--- src/rtl/nic_cfg_pkg.sv ---
// Package: bit positions and capability constants shared by the
// configuration byte and its sub-blocks.
// Assumes: an 8-bit register laid out as LED[7:6], DRV[5], WAKE[4],
// MEM[3], IO[2], VPD[1], PM[0].
package nic_cfg_pkg;
    localparam int REG_W      = 8;
    localparam int LED_W      = 2;
    localparam int CMD_EN_W   = 3;
    localparam int MODE_W     = 2;
    localparam int LED_LSB    = 6;
    localparam int DRV_BIT    = 5;
    localparam int WAKE_BIT   = 4;
    localparam int MEM_BIT    = 3;
    localparam int IO_BIT     = 2;
    localparam int VPD_BIT    = 1;
    localparam int PM_BIT     = 0;

    // Stored writable fields of the configuration byte.
    typedef struct packed {
        logic [LED_W-1:0] led;
        logic             drv;
        logic             wake;
        logic             vpd;
        logic             pm;
    } cfg_fields_t;

    // Capability-list view presented to configuration space.
    typedef struct packed {
        logic       new_cap;
        logic [7:0] cap_ptr;
        logic [7:0] cap_id;
        logic [7:0] next_ptr;
        logic       regs_valid;
    } cap_view_t;
endpackage

--- src/rtl/nic_cfg_drvflag.sv ---
// Module: driver-present flag with hardware self-clear.
// Software sets or clears the flag through the register write port.
// A PCI command write with any enable bit set clears the flag, and that
// clear wins over a simultaneous software write.
// Assumes: synchronous active-low reset, single clock domain.
module nic_cfg_drvflag #(
    parameter int CMD_EN_W = 3
) (
    input  logic                clk,
    input  logic                rst_n,
    input  logic                wr_en,
    input  logic                wr_bit,
    input  logic                cmd_wr,
    input  logic [CMD_EN_W-1:0] cmd_en,
    output logic                flag
);
    logic auto_clr;

    // Detect a command write that touches any enable bit.
    always_comb begin
        auto_clr = cmd_wr && (|cmd_en);
    end

    // Update the flag: reset, then hardware clear, then software write.
    always_ff @(posedge clk) begin
        if (!rst_n) begin
            flag <= 1'b0;
        end else if (auto_clr) begin
            flag <= 1'b0;
        end else if (wr_en) begin
            flag <= wr_bit;
        end
    end

    // a hardware clear wins over a simultaneous write
    assert_autoclr_wins_R5: assert property (@(posedge clk) disable iff (!rst_n)
        (cmd_wr && (|cmd_en)) |=> !flag);

    // a command write with no enable bit set leaves the flag alone
    assert_noclr_hold_R4: assert property (@(posedge clk) disable iff (!rst_n)
        (cmd_wr && !(|cmd_en) && !wr_en) |=> $stable(flag));
endmodule

--- src/rtl/nic_cfg_fields.sv ---
// Module: writable fields of the configuration byte other than the
// driver flag. The LED field reloads from the EEPROM bus on reset. The PM
// enable accepts writes only in the unlocked programming mode.
// Assumes: synchronous active-low reset; eeprom_led is stable while
// reset is held.
module nic_cfg_fields
    import nic_cfg_pkg::*;
#(
    parameter int                 MODE_WIDTH  = MODE_W,
    parameter logic [MODE_W-1:0]  UNLOCK_CODE = 2'b11
) (
    input  logic                  clk,
    input  logic                  rst_n,
    input  logic [LED_W-1:0]      eeprom_led,
    input  logic [MODE_WIDTH-1:0] prog_mode,
    input  logic                  wr_en,
    input  logic [REG_W-1:0]      wr_data,
    output logic [LED_W-1:0]      led,
    output logic                  wake,
    output logic                  vpd,
    output logic                  pm
);
    logic pm_unlocked;

    // Decode whether the PM enable bit may be written.
    always_comb begin
        pm_unlocked = (prog_mode == UNLOCK_CODE);
    end

    // Plain read/write fields; the LED field takes its EEPROM value on reset.
    always_ff @(posedge clk) begin
        if (!rst_n) begin
            led  <= eeprom_led;
            wake <= 1'b0;
            vpd  <= 1'b0;
        end else if (wr_en) begin
            led  <= wr_data[LED_LSB +: LED_W];
            wake <= wr_data[WAKE_BIT];
            vpd  <= wr_data[VPD_BIT];
        end
    end

    // PM enable with its write lock.
    always_ff @(posedge clk) begin
        if (!rst_n) begin
            pm <= 1'b0;
        end else if (wr_en && pm_unlocked) begin
            pm <= wr_data[PM_BIT];
        end
    end

    // the PM enable cannot change outside the unlock mode
    assert_pm_lock_R6: assert property (@(posedge clk) disable iff (!rst_n)
        (prog_mode != UNLOCK_CODE) |=> $stable(pm));

    // the first cycle after reset shows the EEPROM LED value
    assert_reset_load_R1: assert property (@(posedge clk) disable iff (!rst_n)
        $rose(rst_n) |-> (led == $past(eeprom_led) && !wake && !vpd && !pm));

    // a write stores the LED field
    assert_led_write_R2: assert property (@(posedge clk) disable iff (!rst_n)
        wr_en |=> (led == $past(wr_data[LED_LSB +: LED_W])));
endmodule

--- src/rtl/nic_cfg_capgate.sv ---
// Module: capability-list gating. It derives the new-capability bit, the
// capability pointer, the PM capability ID and next pointer, and the
// PM-register valid flag from the PM enable bit.
// Assumes: a single PM capability placed at CAP_OFFSET that ends the list.
module nic_cfg_capgate
    import nic_cfg_pkg::*;
#(
    parameter logic [7:0] CAP_OFFSET = 8'h50,
    parameter logic [7:0] CAP_ID     = 8'h01,
    parameter logic [7:0] NEXT_PTR   = 8'h00
) (
    input  logic      pm_en,
    output cap_view_t view
);
    // Show the capability when enabled and hide every field otherwise.
    always_comb begin
        if (pm_en) begin
            view.new_cap    = 1'b1;
            view.cap_ptr    = CAP_OFFSET;
            view.cap_id     = CAP_ID;
            view.next_ptr   = NEXT_PTR;
            view.regs_valid = 1'b1;
        end else begin
            view = '0;
        end
    end
endmodule

--- src/rtl/nic_cfg_byte.sv ---
// Module: top of the configuration byte. It assembles the stored fields
// and the read-only mapping status into the register read value, and
// exposes the field and capability outputs.
// Assumes: synchronous active-low reset; reads are combinational.
module nic_cfg_byte
    import nic_cfg_pkg::*;
(
    input  logic                clk,
    input  logic                rst_n,
    input  logic [LED_W-1:0]    eeprom_led_mode,
    input  logic                map_mem_i,
    input  logic                map_io_i,
    input  logic [MODE_W-1:0]   prog_mode,
    input  logic                reg_wr_en,
    input  logic [REG_W-1:0]    reg_wr_data,
    output logic [REG_W-1:0]    reg_rd_data,
    input  logic                pci_cmd_wr,
    input  logic [CMD_EN_W-1:0] pci_cmd_en,
    output logic [LED_W-1:0]    led_mode_o,
    output logic                drv_loaded_o,
    output logic                wake_pol_o,
    output logic                vpd_en_o,
    output logic                pm_en_o,
    output logic                new_cap_o,
    output logic [7:0]          cap_ptr_o,
    output logic [7:0]          pm_cap_id_o,
    output logic [7:0]          pm_next_ptr_o,
    output logic                pm_regs_valid_o
);
    localparam logic [7:0] PM_CAP_OFFSET = 8'h50;
    localparam logic [7:0] PM_CAP_ID     = 8'h01;

    cfg_fields_t f;
    cap_view_t   cv;

    nic_cfg_drvflag #(.CMD_EN_W(CMD_EN_W)) u_drv (
        .clk    (clk),
        .rst_n  (rst_n),
        .wr_en  (reg_wr_en),
        .wr_bit (reg_wr_data[DRV_BIT]),
        .cmd_wr (pci_cmd_wr),
        .cmd_en (pci_cmd_en),
        .flag   (f.drv)
    );

    nic_cfg_fields u_fields (
        .clk        (clk),
        .rst_n      (rst_n),
        .eeprom_led (eeprom_led_mode),
        .prog_mode  (prog_mode),
        .wr_en      (reg_wr_en),
        .wr_data    (reg_wr_data),
        .led        (f.led),
        .wake       (f.wake),
        .vpd        (f.vpd),
        .pm         (f.pm)
    );

    nic_cfg_capgate #(
        .CAP_OFFSET (PM_CAP_OFFSET),
        .CAP_ID     (PM_CAP_ID),
        .NEXT_PTR   (8'h00)
    ) u_cap (
        .pm_en (f.pm),
        .view  (cv)
    );

    // Assemble the register read value from the fields and the status inputs.
    always_comb begin
        reg_rd_data                      = '0;
        reg_rd_data[LED_LSB +: LED_W]    = f.led;
        reg_rd_data[DRV_BIT]             = f.drv;
        reg_rd_data[WAKE_BIT]            = f.wake;
        reg_rd_data[MEM_BIT]             = map_mem_i;
        reg_rd_data[IO_BIT]              = map_io_i;
        reg_rd_data[VPD_BIT]             = f.vpd;
        reg_rd_data[PM_BIT]              = f.pm;
    end

    // Drive the field and capability outputs.
    always_comb begin
        led_mode_o      = f.led;
        drv_loaded_o    = f.drv;
        wake_pol_o      = f.wake;
        vpd_en_o        = f.vpd;
        pm_en_o         = f.pm;
        new_cap_o       = cv.new_cap;
        cap_ptr_o       = cv.cap_ptr;
        pm_cap_id_o     = cv.cap_id;
        pm_next_ptr_o   = cv.next_ptr;
        pm_regs_valid_o = cv.regs_valid;
    end

    // an unlocked write of 1 to PM enable exposes the capability
    assert_cap_on_R8: assert property (@(posedge clk) disable iff (!rst_n)
        (reg_wr_en && reg_wr_data[PM_BIT] && prog_mode == 2'b11) |=>
        (new_cap_o && cap_ptr_o == PM_CAP_OFFSET && pm_cap_id_o == PM_CAP_ID
         && pm_next_ptr_o == 8'h00 && pm_regs_valid_o));

    // an unlocked write of 0 to PM enable hides the capability
    assert_cap_off_R7: assert property (@(posedge clk) disable iff (!rst_n)
        (reg_wr_en && !reg_wr_data[PM_BIT] && prog_mode == 2'b11) |=>
        (!new_cap_o && cap_ptr_o == 8'h00 && pm_cap_id_o == 8'h00
         && pm_next_ptr_o == 8'h00 && !pm_regs_valid_o));

    // a write without a command clear stores the driver flag
    assert_drv_write_R2: assert property (@(posedge clk) disable iff (!rst_n)
        (reg_wr_en && !pci_cmd_wr) |=> (drv_loaded_o == $past(reg_wr_data[DRV_BIT])));
endmodule

--- config.mk ---
export PLATFORM = sky130hd
export DESIGN_NAME = nic_cfg_byte
export DESIGN_NICKNAME = d
export VERILOG_FILES = /design/src/rtl/nic_cfg_pkg.sv /design/src/rtl/nic_cfg_drvflag.sv /design/src/rtl/nic_cfg_fields.sv /design/src/rtl/nic_cfg_capgate.sv /design/src/rtl/nic_cfg_byte.sv
export SDC_FILE = /design/constraint.sdc
export NUM_CORES = 1
export LEC_CHECK = 0
export ABC_AREA = 1
export BUFFER_PORTS_ARGS = -buffer_cell sky130_fd_sc_hd__clkbuf_2
export CORE_MARGIN = 4
export CORE_UTILIZATION = 29
export DETAILED_ROUTE_END_ITERATION = 8
export GPL_TIMING_DRIVEN = 0
export PLACE_DENSITY = 0.74
export SETUP_SLACK_MARGIN = 0.4
export SLEW_MARGIN = 15
export SYNTH_ARGS = -nofsm -noshare
export SYNTH_HDL_FRONTEND = slang
export SYNTH_SLANG_ARGS = --single-unit
--- constraint.sdc ---
create_clock -name clk -period 0.8 [get_ports clk]
set_input_delay 0.08 -clock clk [delete_from_list [all_inputs] [get_ports clk]]
set_output_delay 0.08 -clock clk [all_outputs]
set_load 0.01 [all_outputs]
* Word-level counts from Yosys, hierarchy flattened
Cells that the tools add are included.
** Storage, ports and cells
- Register bits after elaboration :: 6
- Input bits :: 21
- Output and inout port bits :: 40
- Logic and storage cells :: 15
** Operators by class
- Eq/ne operators :: 2
- Muxes and demuxes :: 3
- Bitwise gates (word level) :: 1
- Reduce and logical (&&, ||, !) cells :: 4
** Operator list (count)
- $mux W26 :: 1
- $mux W2 :: 2
- $reduce_or A3 Y1 :: 1
- $eq A2 B2 Y1 const B :: 1
- $logic_and A1 B1 Y1 :: 2
- $ne A2 B1 Y1 const B :: 1
- $reduce_or A2 Y1 :: 1
- $not A1 Y1 :: 1

* Logic depth before layout (Yosys ltp)
- Depth after elaboration :: 3
- Depth in mapped cells :: 4
- Gate-level depth less buffers :: 4

* Modules after synthesis
A second synthesis with hierarchy kept.
** Unflattened totals
- Cell total of the unflattened synthesis :: 73
- Area, all modules :: 530.5 µm²
** By module, submodules not included
- nic_cfg_fields :: times used 1, cells an instance 26, area an instance 207.7 µm², seq. area each 120.1 µm²
- nic_cfg_capgate :: times used 1, cells an instance 27, area an instance 198.9 µm², seq. area each 0.0 µm²
- nic_cfg_drvflag :: times used 1, cells an instance 12, area an instance 63.8 µm², seq. area each 20.0 µm²
- nic_cfg_byte :: times used 1, cells an instance 8, area an instance 60.1 µm², seq. area each 0.0 µm²

* Worst setup path after synthesis
OpenSTA, ideal clock, no wires.
- Path kind :: register -> register
- Start point :: register u_fields.pm (netlist name)
- End point :: register u_fields.pm
- Setup time :: 64 ps
- Arrival time :: 670 ps
- Required time :: 736 ps
- Path slack :: 66 ps
- Stages on the path, launching flop included :: 5
- Path buffers :: 0
- Clock period less this slack :: 734 ps
- Cells stage by stage :: dfxtp_1 > inv_1 > nand2_1 > nand2_1 > nor2_1
** RTL lines
- to (signal assigned) :: line nic_cfg_fields.sv:48 : pm <= wr_data[PM_BIT];
- to (decl) :: line nic_cfg_fields.sv:21 : output logic pm

* Final worst setup path
- Start point :: register u_fields.led[0]
- End point :: output port reg_rd_data[6]
** RTL lines
- from (decl) :: line nic_cfg_fields.sv:18 : output logic [LED_W-1:0] led,
- from (signal assigned) :: line nic_cfg_fields.sv:33 : led <= eeprom_led;
- from (signal assigned) :: line nic_cfg_fields.sv:37 : led <= wr_data[LED_LSB +: LED_W];
- to (decl) :: line nic_cfg_byte.sv:16 : output logic [REG_W-1:0] reg_rd_data,
No word-level cell between the ends.

==> reports/results.txt <==
Final max-slew violation count - 0
EDFF count, synth - 2
Max_cap viols - 0
Buffers on Ports - 35
Clock root buffer - clkbuf_4
GRT Util Overall - 8.91%
Antenna Nets Post-Route - 0
DIE AREA - 2540 um^2
WL per Instance - 7.74 um
Die Y - 50.4 um
Cell taking the most area after synthesis - buf_4
Top-count cell post-synth - buf_4
Detailed-route DRC error count - 0
HPWL after DPL - 1.03 mm
Setup WS post-layout - -162 ps
Fillcell total - 143
I/O pins - 61
Vias per inst - 3.35
Endpoints failing setup - 14
Share of the synthesized area in the top cell type - 48.9%
Vias in the first global route - 472
Synth Cell Area - 522 um^2
Synth warnings - 0
HP Class - in -> reg
Initial antenna violation count - 0
Run status - finished, violations left
Global-route wire length before repair - 1.73 mm
Via count - 523
RePlAce Congestion - 0.655
Area growth, synth to finish - 97.4%
FF-to-FF Start - u_fields.pm$_SDFFE_PN0P_
Worst-path clk slew - 50 ps
Final Hold Viols - 0
Final critical-path share of the clock period - 120%
Tmin final - 962 ps
Sw frac - 28.4%
Internal cell power - 820 uW
Worst reg2reg path depth - 4
Post-CTS Resized - 17
Cts bufs inserted - 3
Postcts setup bufs - 0
TritonCTS Sinks - 6
Yosys reg bits - 6
Inserted Diodes - 0
Fmax - 1.04 GHz
Hold path start - reg_wr_data[4]
Asr flop ratio synth - 0%
# hold bufs at CTS - 0
H-tree depth - 1
Clock Power Share - 26.2%
Synth area leaders - buf_4, dfxtp_1, edfxtp_1
Die width - 50.4 um
Layout cell share with drive strength beyond 1 - 64.1%
Post-synth top cells - buf_4, nand2_1, nor2_1
Largest net degree at the start of global routing - 9
Flop2flop setup slack - 120 ps
Power Total - 1.15 mW
Gate power share - 41.6%
PwrDens - 1110 nW/um^2
Critical path launch point type - flip-flop
Pleak - 0.608 nW
CP Capture Type - output pin
TritonCTS clock tree - built
Clk_lat worst skew - 240 ps
Grt ovf - 0
R2R Path End - u_fields.pm$_SDFFE_PN0P_
Worst Hold Path EP - u_fields.wake$_SDFFE_PN0P_
Initial DRC count - 2
Core area - 1710 um^2
RSZ-0062 raised after global routing - yes
Starting Density - 30.5%
Register area share after synthesis - 26.9%
Hold depth - 3
Net Switching - 326 uW
Final nets - 153
Clock buffer depth - 2
Critical path data arrival time - 880 ps
# rows - 15
Post-Synthesis Cells - 72
Crit path kind - reg -> out
Sequential power share - 32.2%
Yosys cell types - 10
Final wirelength - 1.21 mm
Syn_area_per_cell - 7.25 um^2
Required time worst endpoint - 720 ps
Setup Skew - 0 ps
1st-pass router iterations - 2
Failing checks - setup timing
Peak supply drop - 0.567 mV
Main synth FF type - dfxtp_1
Final Util - 60.3%
Crit path max fanout - 2
## power by group through the flow
stage | registers [mW] | clock network, mW | logic (mW)
2_1_floorplan | 0.381 | 0 | 0.262
3_3_place_gp | 0.369 | 0 | 0.392
3_5_place_dp | 0.372 | 0 | 0.397
4_1_cts | 0.367 | 0.313 | 0.455
5_1_grt | 0.372 | 0.343 | 0.515
6_report | 0.369 | 0.301 | 0.476
## layout by cell type, fill, tap and decap left out
cell / synthesis / routed
inv_2: 0 / 1
conb_1: 1 / 21
clkbuf_2: 0 / 16
clkbuf_4: 0 / 3
inv_12: 0 / 1
inv_1: 7 / 4
buf_8: 0 / 1
dfxtp_4: 0 / 2
buf_2: 0 / 2
buf_4: 34 / 24
nand2_2: 0 / 2
buf_6: 0 / 25
clkbuf_1: 0 / 1
dfxtp_2: 0 / 2
edfxtp_1: 2 / 2
inv_8: 0 / 1
nand3_1: 2 / 2
o21ai_2: 0 / 2
nor2_1: 8 / 8
a21oi_1: 1 / 1
clkbuf_8: 0 / 1
nand2_4: 0 / 1
nand2_1: 11 / 8
## area by class of cell
class | count | area, um^2 | area share [%]
buffer | 34 | 297 | 28.8
timing repair buffer | 35 | 284 | 27.6
multi-input combinational | 45 | 195 | 19.0
sequential | 6 | 150 | 14.6
inverter | 7 | 46.3 | 4.50
tap | 25 | 31.3 | 3.04
clock buffer | 4 | 26.3 | 2.55
## layer usage
| metal | vias to the layer above | global-route usage (%) | routed length [um] |
|---|---|---|---|
| met5 | - | 0 | 0 |
| met4 | 0 | 1.35 | 8 |
| met3 | 3 | 5.34 | 155 |
| met2 | 35 | 17.4 | 645 |
| met1 | 207 | 7.75 | 400 |
| li1 | 278 | - | - |
## how the worst max path moves through the flow
| stage | startpoint | end | slack, ps | cells after the start |
|---|---|---|---|---|
| after floorplan | u_fields.led[0]$_DFFE_PP_ | reg_rd_data[6] | 150 | 1 |
| after global placement | rst_n | u_fields.led[0]$_DFFE_PP_ | 70 | 4 |
| final | u_fields.led[0]$_DFFE_PP_ | reg_rd_data[6] | -160 | 2 |
| after CTS | u_fields.led[0]$_DFFE_PP_ | reg_rd_data[6] | -170 | 2 |
| after global routing | u_fields.led[1]$_DFFE_PP_ | reg_rd_data[7] | -200 | 2 |
| after detailed placement | rst_n | u_fields.led[0]$_DFFE_PP_ | 60 | 4 |
## state kept, by name, summed over array words and instances, names as in the netlist
signal / cells
u_fields.wake: 1
u_fields.led: 2
u_fields.vpd: 1
u_drv.flag: 1
u_fields.pm: 1
## through the flow
| step | instance area (um^2) | TNS [ps] | hold slack (ps) | cells | worst slack [ps] |
|---|---|---|---|---|---|
| 6_report | 1030 | -1490 | 61.8 | 156 | -162 |
| 5_1_grt | 1030 | -2130 | 63.7 | 156 | -203 |
| 4_1_cts | 993 | -1590 | 64.2 | 156 | -171 |
| 3_5_place_dp | 873 | 0 | 316 | 152 | 60.5 |
| 3_3_place_gp | 873 | 0 | 306 | 152 | 68.4 |
| 2_1_floorplan | 667 | 0 | 191 | 92 | 149 |
## critical path, stage by stage, from the launching register on
cell	delay, ps
edfxtp_1	400
buf_6	130
buf_6	110
## kinds of logic (layout without fill, tap and decap cells)
family	Yosys count	count (layout)	share of synthesized area, %
flops	6	6	26.9
other cells	1	21	0.719
simple gates	21	21	15.6
buf+inv	41	80	54.0
compound gates	3	3	2.88
(Power assumes the default switching activity.)
